`src/rtl/txd_pkg.sv`:
```
package txd_pkg;

    typedef enum logic [2:0] {
        ST_STOP  = 3'b000,
        ST_FETCH = 3'b001,
        ST_WAIT  = 3'b010,
        ST_READ  = 3'b011,
        ST_SUSP  = 3'b110,
        ST_CLOSE = 3'b111
    } txd_state_e;

    typedef struct packed {
        txd_state_e st;
        logic       stop_pend;
    } txd_ctrl_s;

endpackage

```
`src/rtl/txd_beat_cnt.sv`:
```
module txd_beat_cnt #(
    parameter int LEN_W = 12
) (
    input  logic             clk,
    input  logic             rst_n,
    input  logic             load_i,
    input  logic [LEN_W-1:0] len_i,
    input  logic             dec_i,
    output logic             last_o
);
    localparam logic [LEN_W-1:0] ONE = LEN_W'(1);

    logic [LEN_W-1:0] cnt_d, cnt_q;

    always_comb begin
        cnt_d = cnt_q;
        if (load_i)
            cnt_d = len_i;
        else if (dec_i)
            cnt_d = cnt_q - ONE;
    end

    always_ff @(posedge clk or negedge rst_n) begin
        if (!rst_n) cnt_q <= '0;
        else        cnt_q <= cnt_d;
    end

    assign last_o = (cnt_q == ONE);

    AST_NO_BEAT_UNDERRUN: assert property (@(posedge clk) disable iff (!rst_n)
        dec_i |-> cnt_q != '0);

endmodule

```
`src/rtl/txd_ring_ptr.sv`:
```
module txd_ring_ptr #(
    parameter int DEPTH = 8,
    parameter int IDX_W = (DEPTH > 1) ? $clog2(DEPTH) : 1
) (
    input  logic             clk,
    input  logic             rst_n,
    input  logic             clr_i,
    input  logic             adv_i,
    output logic [IDX_W-1:0] idx_o
);
    localparam logic [IDX_W-1:0] LAST = IDX_W'(DEPTH - 1);

    logic [IDX_W-1:0] idx_d, idx_q;

    always_comb begin
        idx_d = idx_q;
        if (clr_i)
            idx_d = '0;
        else if (adv_i)
            idx_d = (idx_q == LAST) ? '0 : idx_q + IDX_W'(1);
    end

    always_ff @(posedge clk or negedge rst_n) begin
        if (!rst_n) idx_q <= '0;
        else        idx_q <= idx_d;
    end

    assign idx_o = idx_q;

    AST_IDX_IN_RING: assert property (@(posedge clk) disable iff (!rst_n)
        idx_q <= LAST);

    AST_IDX_WRAP: assert property (@(posedge clk) disable iff (!rst_n)
        (adv_i && !clr_i && idx_q == LAST) |=> idx_q == '0);

endmodule

```
`src/rtl/txd_ctrl.sv`:
```
module txd_ctrl
    import txd_pkg::*;
(
    input  logic       clk,
    input  logic       rst_n,
    input  logic       start_i,
    input  logic       stop_i,
    input  logic       rsp_valid_i,
    input  logic       rsp_own_i,
    input  logic       len_zero_i,
    input  logic       mv_ack_i,
    input  logic       last_beat_i,
    input  logic       underflow_i,
    input  logic       status_i,
    input  logic       poll_i,
    output txd_state_e st_o,
    output logic       cnt_load_o,
    output logic       cnt_dec_o,
    output logic       idx_clr_o,
    output logic       idx_adv_o
);
    txd_ctrl_s c_d, c_q;
    logic      stop_now;

    assign stop_now = c_q.stop_pend || stop_i;

    always_comb begin
        c_d        = c_q;
        cnt_load_o = 1'b0;
        cnt_dec_o  = 1'b0;
        idx_clr_o  = 1'b0;
        idx_adv_o  = 1'b0;
        unique case (c_q.st)
            ST_STOP: begin
                c_d.stop_pend = 1'b0;
                if (start_i && !stop_i) begin
                    c_d.st    = ST_FETCH;
                    idx_clr_o = 1'b1;
                end
            end
            ST_FETCH: begin
                c_d.stop_pend = stop_now;
                if (rsp_valid_i) begin
                    if (!rsp_own_i)
                        c_d.st = ST_SUSP;
                    else if (len_zero_i)
                        c_d.st = ST_WAIT;
                    else begin
                        c_d.st     = ST_READ;
                        cnt_load_o = 1'b1;
                    end
                end
            end
            ST_READ: begin
                c_d.stop_pend = stop_now;
                if (underflow_i)
                    c_d.st = ST_SUSP;
                else if (mv_ack_i) begin
                    cnt_dec_o = 1'b1;
                    if (last_beat_i)
                        c_d.st = ST_WAIT;
                end
            end
            ST_WAIT: begin
                c_d.stop_pend = stop_now;
                if (underflow_i)
                    c_d.st = ST_SUSP;
                else if (status_i)
                    c_d.st = ST_CLOSE;
            end
            ST_CLOSE: begin
                idx_adv_o     = 1'b1;
                c_d.stop_pend = 1'b0;
                c_d.st        = stop_now ? ST_STOP : ST_FETCH;
            end
            ST_SUSP: begin
                if (stop_now) begin
                    c_d.st        = ST_STOP;
                    c_d.stop_pend = 1'b0;
                end else if (poll_i)
                    c_d.st = ST_FETCH;
            end
            default: begin
                c_d.st        = ST_STOP;
                c_d.stop_pend = 1'b0;
            end
        endcase
    end

    always_ff @(posedge clk or negedge rst_n) begin
        if (!rst_n) c_q <= '{st: ST_STOP, stop_pend: 1'b0};
        else        c_q <= c_d;
    end

    assign st_o = c_q.st;

    AST_CODE_LEGAL: assert property (@(posedge clk) disable iff (!rst_n)
        c_q.st inside {ST_STOP, ST_FETCH, ST_WAIT, ST_READ, ST_SUSP, ST_CLOSE});

    AST_READ_FROM_FETCH: assert property (@(posedge clk) disable iff (!rst_n)
        (c_q.st == ST_READ && $past(c_q.st) != ST_READ) |-> $past(c_q.st) == ST_FETCH);

    AST_CLOSE_ONE_CYCLE: assert property (@(posedge clk) disable iff (!rst_n)
        (c_q.st == ST_CLOSE) |=> c_q.st != ST_CLOSE);

    AST_UNDERFLOW_SUSP: assert property (@(posedge clk) disable iff (!rst_n)
        (underflow_i && (c_q.st == ST_READ || c_q.st == ST_WAIT)) |=> c_q.st == ST_SUSP);

    AST_STOP_AT_BOUNDARY: assert property (@(posedge clk) disable iff (!rst_n)
        (c_q.st == ST_STOP && $past(c_q.st) != ST_STOP)
            |-> ($past(c_q.st) == ST_CLOSE || $past(c_q.st) == ST_SUSP));

    AST_PEND_STOP_HONOURED: assert property (@(posedge clk) disable iff (!rst_n)
        (c_q.stop_pend && c_q.st == ST_CLOSE) |=> c_q.st == ST_STOP);

endmodule

```
`src/rtl/tx_desc_fsm.sv`:
```
module tx_desc_fsm
    import txd_pkg::*;
#(
    parameter int LEN_W      = 12,
    parameter int RING_DEPTH = 8,
    parameter int IDX_W      = (RING_DEPTH > 1) ? $clog2(RING_DEPTH) : 1
) (
    input  logic             clk,
    input  logic             rst_n,
    input  logic             start_i,
    input  logic             stop_i,
    input  logic             desc_rsp_valid_i,
    input  logic             desc_rsp_own_i,
    input  logic [LEN_W-1:0] desc_rsp_len_i,
    input  logic             mv_ack_i,
    input  logic             underflow_i,
    input  logic             tx_status_i,
    input  logic             poll_i,
    output logic             desc_req_o,
    output logic             mv_req_o,
    output logic             wb_strobe_o,
    output logic [IDX_W-1:0] desc_idx_o,
    output logic [2:0]       state_o
);
    txd_state_e st;
    logic       cnt_load, cnt_dec, last_beat;
    logic       idx_clr, idx_adv;
    logic       len_zero;

    assign len_zero = (desc_rsp_len_i == '0);

    txd_ctrl u_ctrl (
        .clk         (clk),
        .rst_n       (rst_n),
        .start_i     (start_i),
        .stop_i      (stop_i),
        .rsp_valid_i (desc_rsp_valid_i),
        .rsp_own_i   (desc_rsp_own_i),
        .len_zero_i  (len_zero),
        .mv_ack_i    (mv_ack_i),
        .last_beat_i (last_beat),
        .underflow_i (underflow_i),
        .status_i    (tx_status_i),
        .poll_i      (poll_i),
        .st_o        (st),
        .cnt_load_o  (cnt_load),
        .cnt_dec_o   (cnt_dec),
        .idx_clr_o   (idx_clr),
        .idx_adv_o   (idx_adv)
    );

    txd_beat_cnt #(.LEN_W(LEN_W)) u_beats (
        .clk    (clk),
        .rst_n  (rst_n),
        .load_i (cnt_load),
        .len_i  (desc_rsp_len_i),
        .dec_i  (cnt_dec),
        .last_o (last_beat)
    );

    txd_ring_ptr #(.DEPTH(RING_DEPTH), .IDX_W(IDX_W)) u_ring (
        .clk   (clk),
        .rst_n (rst_n),
        .clr_i (idx_clr),
        .adv_i (idx_adv),
        .idx_o (desc_idx_o)
    );

    assign state_o     = st;
    assign desc_req_o  = (st == ST_FETCH);
    assign mv_req_o    = (st == ST_READ);
    assign wb_strobe_o = (st == ST_CLOSE);

    AST_IDX_MOVES_AT_EDGES: assert property (@(posedge clk) disable iff (!rst_n)
        (desc_idx_o != $past(desc_idx_o))
            |-> ($past(st) == ST_CLOSE || $past(st) == ST_STOP));

    AST_ONE_REQUEST: assert property (@(posedge clk) disable iff (!rst_n)
        $onehot0({desc_req_o, mv_req_o, wb_strobe_o}));

endmodule

```
`config.mk`:
```
export PLATFORM = sky130hd
export DESIGN_NAME = tx_desc_fsm
export DESIGN_NICKNAME = d
export VERILOG_FILES = /design/src/rtl/txd_pkg.sv /design/src/rtl/txd_beat_cnt.sv /design/src/rtl/txd_ring_ptr.sv /design/src/rtl/txd_ctrl.sv /design/src/rtl/tx_desc_fsm.sv
export SDC_FILE = /design/constraint.sdc
export NUM_CORES = 1
export LEC_CHECK = 0
export BUFFER_PORTS_ARGS = -buffer_cell sky130_fd_sc_hd__buf_2
export CORE_MARGIN = 2
export CORE_UTILIZATION = 52
export CTS_CLUSTER_DIAMETER = 150
export DETAILED_ROUTE_END_ITERATION = 6
export PLACE_DENSITY_LB_ADDON = 0.08
export SYNTH_ARGS = -nofsm -noshare
export SYNTH_HDL_FRONTEND = slang
export SYNTH_HIERARCHICAL = 1
export SYNTH_SLANG_ARGS = --single-unit
```
`constraint.sdc`:
```
create_clock -name clk -period 3 [get_ports clk]
set_input_delay 0.3 -clock clk [delete_from_list [all_inputs] [get_ports clk]]
set_output_delay 0.3 -clock clk [all_outputs]
set_load 0.1 [all_outputs]
```
==> flow_summary_export.csv, run 1 <==
group,metric,value,unit
run_status,status,"completed",
synth,synth_xor_area_frac,0.07662,
cts,clk_latency,0.29,ns
sta,tightest_slew,0.5006,ns
grt,grt_use_total,0.2151,
place,hpwlAfterDp,1.948,mm
setup_path,cp.arrival,2.60,ns
synth,synthDistinctLibCells,45,
synth,ys_warn_count,6,
setup_path,rrSetupSlack,0.59,ns
sta,clock.fmax,414.5,MHz
cells_and_area,antenna_cells,0,
cts,cts_made_buffers,3,
synth,synthMuxAreaShare,0.02488,
cells_and_area,fin_nets,186,
setup_path,start_kind,"register",
cells_and_area,mostFrequentLayoutCells,"buf_2 (30), nand2_1 (19), dfrtp_1 (19)",
cts,ctsLongestPathBuffers,2,
grt,grt_pass1_wl,4.333,mm
detailed_routing,drtPass1Iterations,4,
cells_and_area,multi_input_area,720.7,sq um
detailed_routing,drc,0,
cells_and_area,nFillCells,211,
synth,synth-seq-area-share,0.3781,
synth,yosys.area_share.simple,0.2925,
synth,synthAdderAreaFrac,0.03980,
floorplanning,initial_core_util,0.5577,
synth,synth_top_area_share,0.3781,
synth,synth_compound_area_frac,0.1303,
place,gp_congestion,0.7887,
synth,synth_area_leader_cell,"dfrtp_1",
cells_and_area,final_common_cell,"buf_2",
synth,synthCells,131,
sta,clock_skew,0.002338,ns
sta,worst_slack,0.5876,ns
synth,synthFlopType,"dfrtp_1",
power,ir_worst_vdd,0.9494,mV
detailed_routing,drt_iter0_drc,19,
synth,async_reset_ff_frac,1.000,
grt,grt_pass1_vias,961,
setup_path,reg2reg_depth,7,
synth,synth_nets,157,
detailed_routing,wire_per_inst,14.03,microns
floorplanning,ios,31,
setup_path,worstPathMaxFanout,16,
synth,synth_edf_count,0,
sta,period_share,0.8041,
cts,cts.clk_slew.worst_paths,0.10,ns
synth,synth_seq_cells,19,
synth,synth_area_leaders,"dfrtp_1 (38%), nand2_1 (5.7%), xnor2_1 (4.9%)",
sta,period_needed,2.412,ns
detailed_routing,routed_wl,2.624,mm
synth,synth_top_family_by_area,"simple AND/OR/NAND/NOR gates",
floorplanning,die_w,53.18,microns
grt,antenna_found_initial,0,
grt,grt_max_degree,24,
cts,cts_resized,0,
synth,synth_area,1257,sq um
cts,h-tree-depth,1,
hold_path,hp-class,"in -> reg",
sta,rsz0062_at_grt,"no",
cts,root_buffer,"clkbuf_4",
floorplanning,die_h,53.18,microns
place,io_buffers,30,
power,p_per_area,1030,nW/um^2
detailed_routing,via_per_inst,5.572,
sta,finalSetupViolCount,0,
synth,syn_avg_cell_area,9.599,sq um
floorplanning,row_count,17,
run,cap_violations,0,
detailed_routing,dr_total_vias,1042,
sta,relSlewSlack,0.6663,
power,p_leak,0.6447,nW
floorplanning,core,2255,sq um
floorplanning,dieArea,2828,sq um
sta,finalHoldViolCount,0,
cells_and_area,drive_above_1_share,0.3270,
cells_and_area,regArea,475.5,sq um
sta,slew_viol_final,0,
detailed_routing,drtAntennaViolNets,0,
sta,setup_tns,0,ns
setup_path,crit_type,"reg -> reg",
grt,grt-ovfl-total,0,
setup_path,required,3.19,ns
hold_path,hold_depth,3,
cells_and_area,area_growth,14.83,%
cts,cts_sinks,19,
setup_path,endpoint_kind,"register",
cts,post_cts_buffers,0,
cts,cts_tree,"done",
place,dp_slack,0.6246,ns
power,power.total,1.487,mW
sta,whs,0.2241,ns
## registers in the layout, indices dropped and copies added (netlist names)
name,count
u_ctrl/st_o,3
u_ctrl/c_q,1
u_beats/cnt_q,12
u_ring/idx_o,3
## Yosys cell counts (all sizes together) (2+ instances only)
master	instances
nor2	6
or4	2
xor2	4
and3	4
dfrtp	19
nand2b	3
o21ai	14
a21oi	3
nand3	2
nor4	7
xnor2	7
clkbuf	3
or4b	2
mux2i	2
buf	6
inv	3
nor3	4
a211o	3
ha	4
or3b	2
nand2	19
## layer usage
layer  GRT usage  share of wire  vias to the layer above  wire length (microns)
met5           0              0                        -                      0
li1            -              -                      524                      -
met1      0.2826           0.47                      487                   1230
met3     0.05085          0.053                        2                    140
met2      0.3563           0.47                       29                   1236
met4     0.05128         0.0065                        0                     17
## cell families (layout without fill, tap and decap cells)
kind of cell / Yosys count / count (layout)
adders and majority gates: 4 / 4
and+or+nand+nor: 57 / 57
buffers and inverters: 12 / 40
AOI/OAI and AO/OA: 25 / 25
DFF: 19 / 19
xor gates and xnor gates: 11 / 11
muxes: 3 / 3
## cell type report
| cell class | instances | area share |
|---|---|---|
| Timing Repair Buffer | 33 | 0.1213 |
| Sequential cell | 19 | 0.3293 |
| Multi-Input combinational cell | 100 | 0.4991 |
| Inverter | 3 | 0.007799 |
| Clock buffer | 4 | 0.01820 |
| Tap cell | 28 | 0.02426 |
## critical path, cell delays in order, from the launching register on
cell      delay [ns]
dfrtp_1         0.64
nand2b_1        0.15
nor3_1          0.19
buf_4           0.16
or4b_1          0.62
nor4b_4         0.32
xnor2_1         0.16
o21ai_2         0.06
## power breakdown
| group | internal (mW) | switching, mW |
|---|---|---|
| clock | 0.0517 | 0.0761 |
| sequential | 0.371 | 0.181 |
| combinational | 0.251 | 0.557 |
## repair_timing
item                                    in CTS  in global routing
endpoints found under the hold margin       19                  0
hold buffers                                 1                  0
endpoints found under the setup margin       0                  0
## path summary, 6_finish.rpt
| kind | startpoint | to |
|---|---|---|
| worst max-delay path | u_ctrl/st_o[1] | u_beats/cnt_q[7] |
| worst min-delay path | desc_rsp_len_i[5] | u_beats/cnt_q[5] |
| worst max register to register | u_ctrl/st_o[1] | u_beats/cnt_q[7] |
| worst min register to register | u_ctrl/c_q[0] | u_ctrl/c_q[0] |
| max in group asynchronous | rst_n | u_beats/cnt_q[9] |
| min in group asynchronous | rst_n | u_ctrl/st_o[1] |
## metrics by stage
step / instance area [sq um] / std cells / util
floorplan: 1262 / 131 / -
global placement: 1408 / 182 / 0.6243
detailed placement: 1408 / 182 / 0.6243
CTS: 1444 / 187 / 0.6404
global route: 1444 / 187 / 0.6404
finish: 1444 / 187 / 0.6404
Note: power is estimated with default switching activity, not from simulation.
==> run 2, diff against run 1 <==
Clock period 3 ns to 2.4 ns, I/O delays scaled along.
==> flow_summary_export.csv, run 2 (synthesized netlist as in run 1, its figures left out) <==
group,metric,value,unit
setup_path,worst-path-stages,8,
detailed_routing,via_per_inst,5.405,
power,power.total,1.884,mW
cells_and_area,regArea,475.5,sq um
hold_path,hp-class,"in -> reg",
place,gp_congestion,0.8296,
cts,post_cts_buffers,0,
grt,grt_pass1_wl,4.326,mm
cells_and_area,final_area,1466,sq um
detailed_routing,wire_per_inst,13.33,microns
cts,root_buffer,"clkbuf_4",
setup_path,rrSetupSlack,0.40,ns
sta,clock_skew,0.001712,ns
floorplanning,ios,31,
grt,grt-ovfl-total,0,
setup_path,r2r_start,"u_beats/cnt_q[1]",
place,post-place-cells,185,
grt,grt_pass1_vias,948,
setup_path,cp_slowest_stage_delay,0.57,ns
sta,finalSetupViolCount,0,
cells_and_area,largest_register_ffs,12,
cts,cts_sinks,19,
sta,tightest_slew,0.4977,ns
place,hpwlAfterDp,1.931,mm
cells_and_area,final_cells,190,
detailed_routing,routed_wl,2.532,mm
cells_and_area,final_util,0.6504,
sta,whs,0.1565,ns
power,p_leak,0.6598,nW
cells_and_area,mostFrequentLayoutCells,"buf_2 (30), nand2_1 (19), dfrtp_1 (19)",
run_status,status,"completed",
power,p_per_area,1285,nW/um^2
sta,relSlewSlack,0.6655,
cells_and_area,nFillCells,210,
run,cap_violations,0,
setup_path,endpoint_kind,"register",
setup_path,rr_endpoint,"u_ctrl/st_o[2]",
setup_path,crit_buf_inv,1,
hold_path,holdCritStartpoint,"desc_rsp_len_i[5]",
detailed_routing,drtPass1Iterations,4,
cts,ctsLongestPathBuffers,2,
cts,clk_latency,0.30,ns
detailed_routing,drtAntennaViolNets,0,
sta,clock.fmax,499.4,MHz
grt,antenna_found_initial,0,
place,dp_slack,0.3659,ns
cts,cts.clk_slew.worst_paths,0.10,ns
detailed_routing,drt_iter0_drc,18,
cts,cts_tree,"done",
sta,setup_tns,0,ns
detailed_routing,dr_total_vias,1027,
cts,cts_made_buffers,3,
sta,worst_slack,0.3976,ns
setup_path,cp_slowest_cell,"or4b_2",
cells_and_area,area_growth,16.62,%
detailed_routing,drc,0,
place,io_buffers,30,
setup_path,worstPathMaxFanout,3,
setup_path,crit_chain,"inv_1 > ha_1 > or4b_2 > nor3_1 > and3_1 > a211o_1 > nand2_1 > o31ai_2",
place,placed_area,1430,sq um
cells_and_area,regMostFlops,"u_beats/cnt_q",
cells_and_area,fin_nets,189,
setup_path,critical-path-top-delay-family,"simple AND/OR/NAND/NOR gates",
setup_path,crit_type,"reg -> reg",
cells_and_area,final_common_cell,"buf_2",
setup_path,cp.arrival,2.21,ns
cells_and_area,multi_input_area,720.7,sq um
floorplanning,initial_core_util,0.5577,
floorplanning,die_h,53.18,microns
cells_and_area,antenna_cells,0,
floorplanning,row_count,17,
floorplanning,dieArea,2828,sq um
power,ir_worst_vdd,1.316,mV
cells_and_area,drive_above_1_share,0.3395,
floorplanning,core,2255,sq um
floorplanning,die_w,53.18,microns
hold_path,hold_depth,3,
sta,rsz0062_at_grt,"no",
sta,slew_viol_final,0,
sta,period_needed,2.002,ns
setup_path,start_kind,"register",
setup_path,required,2.61,ns
grt,grt_max_degree,20,
setup_path,reg2reg_depth,8,
sta,period_share,0.8343,
sta,finalHoldViolCount,0,
hold_path,whs_endpoint,"u_beats/cnt_q[5]",
grt,grt_use_total,0.2157,
cts,h-tree-depth,1,
run 2: power by group:
part	leakage (nW)	switching (mW)	internal, mW
clock	0.0150	0.0979	0.0648
sequential	0.240	0.153	0.464
combinational	0.405	0.765	0.339
run 2: layout make-up:
type	count	area share
sequential	19	0.3242
clock buffer	4	0.01792
timing repair buffer	36	0.1348
multi-input combinational	100	0.4915
inverter	3	0.007679
tap	28	0.02389
run 2: per-layer routing:
layer / global-route usage / up-vias / part of all wire
met5: 0 / - / 0
li1: - / 530 / -
met2: 0.3229 / 27 / 0.45
met3: 0.03672 / 4 / 0.046
met1: 0.3005 / 466 / 0.48
met4: 0.1026 / 0 / 0.018
run 2: how the worst max path moves through the flow:
| stage | startpoint | endpoint | slack, ns |
|---|---|---|---|
| finish | u_beats/cnt_q[1] | u_ctrl/st_o[2] | 0.40 |
| global route | u_beats/cnt_q[1] | u_ctrl/st_o[2] | 0.22 |
| CTS | u_beats/cnt_q[1] | u_ctrl/st_o[2] | 0.39 |
| detailed placement | underflow_i | u_beats/cnt_q[7] | 0.37 |
| global placement | underflow_i | u_beats/cnt_q[7] | 0.40 |
| floorplan | u_ctrl/st_o[2] | u_beats/cnt_q[7] | 0.22 |
run 2: repair_timing:
action / CTS / global route
endpoints found under the setup margin: 0 / 0
gates resized for setup: 0 / 0
hold buffers: 1 / 0
hold endpoints to repair: 19 / 0
run 2: worst register-to-register path, delay by kind of cell (launching register included):
family	cells	cell delay, ns
adder cells (fa/ha/maj)	1	0.13
flip-flops	1	0.41
AND/OR/NAND/NOR	4	0.97
buffers and inverters	1	0.08
AO/OA/AOI/OAI	2	0.32
==> run 3, diff against run 2 <==
Settings changed: ABC_AREA set to 1.
Clock period 2.4 ns to 2.1 ns, I/O delays scaled along.
==> flow_summary_export.csv, run 3 <==
group,metric,value,unit
setup_path,worstPathMaxFanout,8,
cells_and_area,fin_nets,273,
detailed_routing,routed_wl,3.175,mm
synth,synth_top_cells_by_count,"nand2_1 (53), inv_1 (26), nor2_1 (26)",
detailed_routing,drt_iter0_drc,63,
cts,ctsLongestPathBuffers,2,
cts,cts_sinks,19,
power,p_sw,1.462,mW
power,share_comb_of_total_power,0.642,
run_status,status,"completed",
run,cap_violations,0,
setup_path,r2r_start,"u_ctrl/st_o[0]",
floorplanning,die_h,57.60,microns
detailed_routing,dr_total_vias,1452,
cts,cts_made_buffers,3,
synth,synth_top_area_share,0.3183,
cells_and_area,area_growth,14.91,%
floorplanning,row_count,19,
synth,synth_area,1494,sq um
setup_path,cp_slowest_stage_delay,0.50,ns
cts,cts_tree,"done",
setup_path,reg2reg_depth,9,
sta,period_share,0.8526,
sta,slew_viol_final,0,
sta,finalHoldViolCount,0,
power,power_frac_seq,0.284,
setup_path,required,2.30,ns
synth,synth_area_leaders,"dfrtp_1 (32%), nand2_1 (13%), nand3_1 (7.0%)",
detailed_routing,drtAntennaViolNets,0,
synth,yosysMostFrequentCell,"nand2_1",
setup_path,crit_chain,"inv_2 > nor3_2 > nand2_1 > nor2_1 > inv_2 > nand2_2 > inv_2 > nand3_1 > nand3_1",
synth,syn_avg_cell_area,7.047,sq um
synth,synth_seq_cells,19,
detailed_routing,via_per_inst,5.242,
setup_path,rrSetupSlack,0.31,ns
place,io_buffers,30,
synth,synthFlopType,"dfrtp_1",
power,p_leak,0.9183,nW
cells_and_area,mostFrequentLayoutCells,"nand2_1 (53), buf_2 (30), nor2_1 (26), inv_1 (26), nand3_1 (21)",
setup_path,cp.arrival,1.99,ns
sta,period_needed,1.790,ns
grt,grt_max_degree,20,
detailed_routing,drtPass1Iterations,4,
detailed_routing,wire_per_inst,11.46,microns
floorplanning,die_w,57.60,microns
setup_path,crit_type,"reg -> reg",
cts,clk_latency,0.30,ns
power,p_sw_frac,0.5790,
cells_and_area,antenna_cells,0,
grt,grt_use_total,0.2118,
power,internal_power,1.063,mW
grt,grt-ovfl-total,0,
setup_path,cp_slowest_cell,"dfrtp_1",
cts,cts.clk_slew.worst_paths,0.11,ns
cells_and_area,multi_input_area,860.8,sq um
grt,grt_pass1_vias,1359,
synth,synth_edf_count,0,
floorplanning,ios,31,
synth,ys_warn_count,6,
cts,h-tree-depth,1,
floorplanning,dieArea,3318,sq um
floorplanning,initial_core_util,0.5465,
hold_path,hold_depth,3,
synth,synth_area_leader_cell,"dfrtp_1",
hold_path,whs_endpoint,"u_beats/cnt_q[7]",
sta,rsz0062_at_grt,"no",
hold_path,holdCritStartpoint,"desc_rsp_len_i[7]",
place,gp_congestion,0.9277,
sta,tightest_slew,0.5485,ns
cells_and_area,final_common_cell,"nand2_1",
place,hpwlAfterDp,2.534,mm
synth,synth_nets,238,
synth,synthDistinctLibCells,30,
synth,synthCells,212,
detailed_routing,drc,0,
cts,root_buffer,"clkbuf_4",
cells_and_area,drive_above_1_share,0.2886,
cells_and_area,regMostFlops,"u_beats/cnt_q",
cells_and_area,nFillCells,269,
setup_path,rr_endpoint,"u_beats/cnt_q[10]",
place,post-place-cells,272,
sta,finalSetupViolCount,0,
grt,grt_pass1_wl,5.471,mm
power,power.total,2.525,mW
cells_and_area,largest_register_ffs,12,
grt,antenna_found_initial,0,
power,ir_worst_vdd,1.810,mV
synth,synth-seq-area-share,0.3183,
floorplanning,core,2734,sq um
power,p_per_area,1471,nW/um^2
cts,cts_resized,0,
power,clkPwrFrac,0.075,
hold_path,hp-class,"in -> reg",
sta,clock_skew,0.004432,ns
cells_and_area,final_cells,277,
synth,async_reset_ff_frac,1.000,
sta,relSlewSlack,0.6315,
setup_path,crit_top_cell,"inv_2",
sta,clock.fmax,558.5,MHz
setup_path,start_kind,"register",
cells_and_area,regArea,475.5,sq um
setup_path,endpoint_kind,"register",
==> run 3: power by group through the flow <==
stage	Sequential [mW]	Combinational [mW]	Clock [mW]
2_1_floorplan	0.826	1.26	0
5_1_grt	0.745	1.78	0.217
4_1_cts	0.716	1.62	0.196
3_5_place_dp	0.723	1.62	0
6_report	0.716	1.62	0.188
3_3_place_gp	0.721	1.61	0
==> run 3: how the worst max path moves through the flow <==
stage                               from                 to  depth (start not counted)
final                     u_ctrl/st_o[0]  u_beats/cnt_q[10]                          9
after global routing      u_ctrl/st_o[0]   u_beats/cnt_q[5]                          9
after CTS                 u_ctrl/st_o[0]  u_beats/cnt_q[10]                          9
after detailed placement  u_ctrl/st_o[0]  u_beats/cnt_q[10]                          9
after global placement    u_ctrl/st_o[0]  u_beats/cnt_q[10]                          9
after floorplan           u_ctrl/st_o[0]           mv_req_o                          3
==> run 3: cell type report <==
cell class / instances / area share
inverters: 33 / 0.07216
multi-input cells: 155 / 0.5015
well taps: 31 / 0.02259
repair buffers: 35 / 0.1108
clock inverters: 1 / 0.002915
clock buffers: 3 / 0.01312
flip-flops and latches: 19 / 0.2770
==> run 3: logic make-up after synthesis <==
| group | after synthesis | synth area share |
|---|---|---|
| buffers and inverters | 38 | 0.1089 |
| DFF | 19 | 0.3183 |
| and+or+nand+nor | 129 | 0.4338 |
| adders and majority gates | 4 | 0.03350 |
| xor gates and xnor gates | 2 | 0.01173 |
| AOI/OAI and AO/OA | 20 | 0.09380 |
==> run 3: routing by layer <==
| layer | track usage | wire (microns) | vias to the layer above |
|---|---|---|---|
| li1 | - | - | 751 |
| met1 | 0.2546 | 1400 | 635 |
| met2 | 0.3636 | 1487 | 51 |
| met3 | 0.02948 | 167 | 15 |
| met4 | 0.1130 | 121 | 0 |
| met5 | 0 | 0 | - |
==> run 3: worst max-delay path: cells and delay by family, from the launching register on <==
family        cells  cell delay (ns)
buf+inv           3             0.29
simple gates      6             0.91
flops             1             0.50
==> run 3: through the flow <==
stage	worst slack, ns	TNS (ns)	utilization	cell area (sq um)	hold slack (ns)
final	0.3095	0	0.6279	1717	0.1291
after global routing	0.1175	0	0.6279	1717	0.1318
after CTS	0.2921	0	0.6279	1717	0.1266
after detailed placement	0.3110	0	0.6142	1679	0.1817
after global placement	0.3941	0	0.6142	1679	0.1824
after floorplan	-0.2412	-0.6021	-	1499	-0.08559
==> run 3: what timing repair did <==
action                                 4_1_cts  5_1_grt
endpoints found under the hold margin       19        0
hold buffers                                 1        0
buffers inserted                             0        0
setup endpoints to repair                    0        0
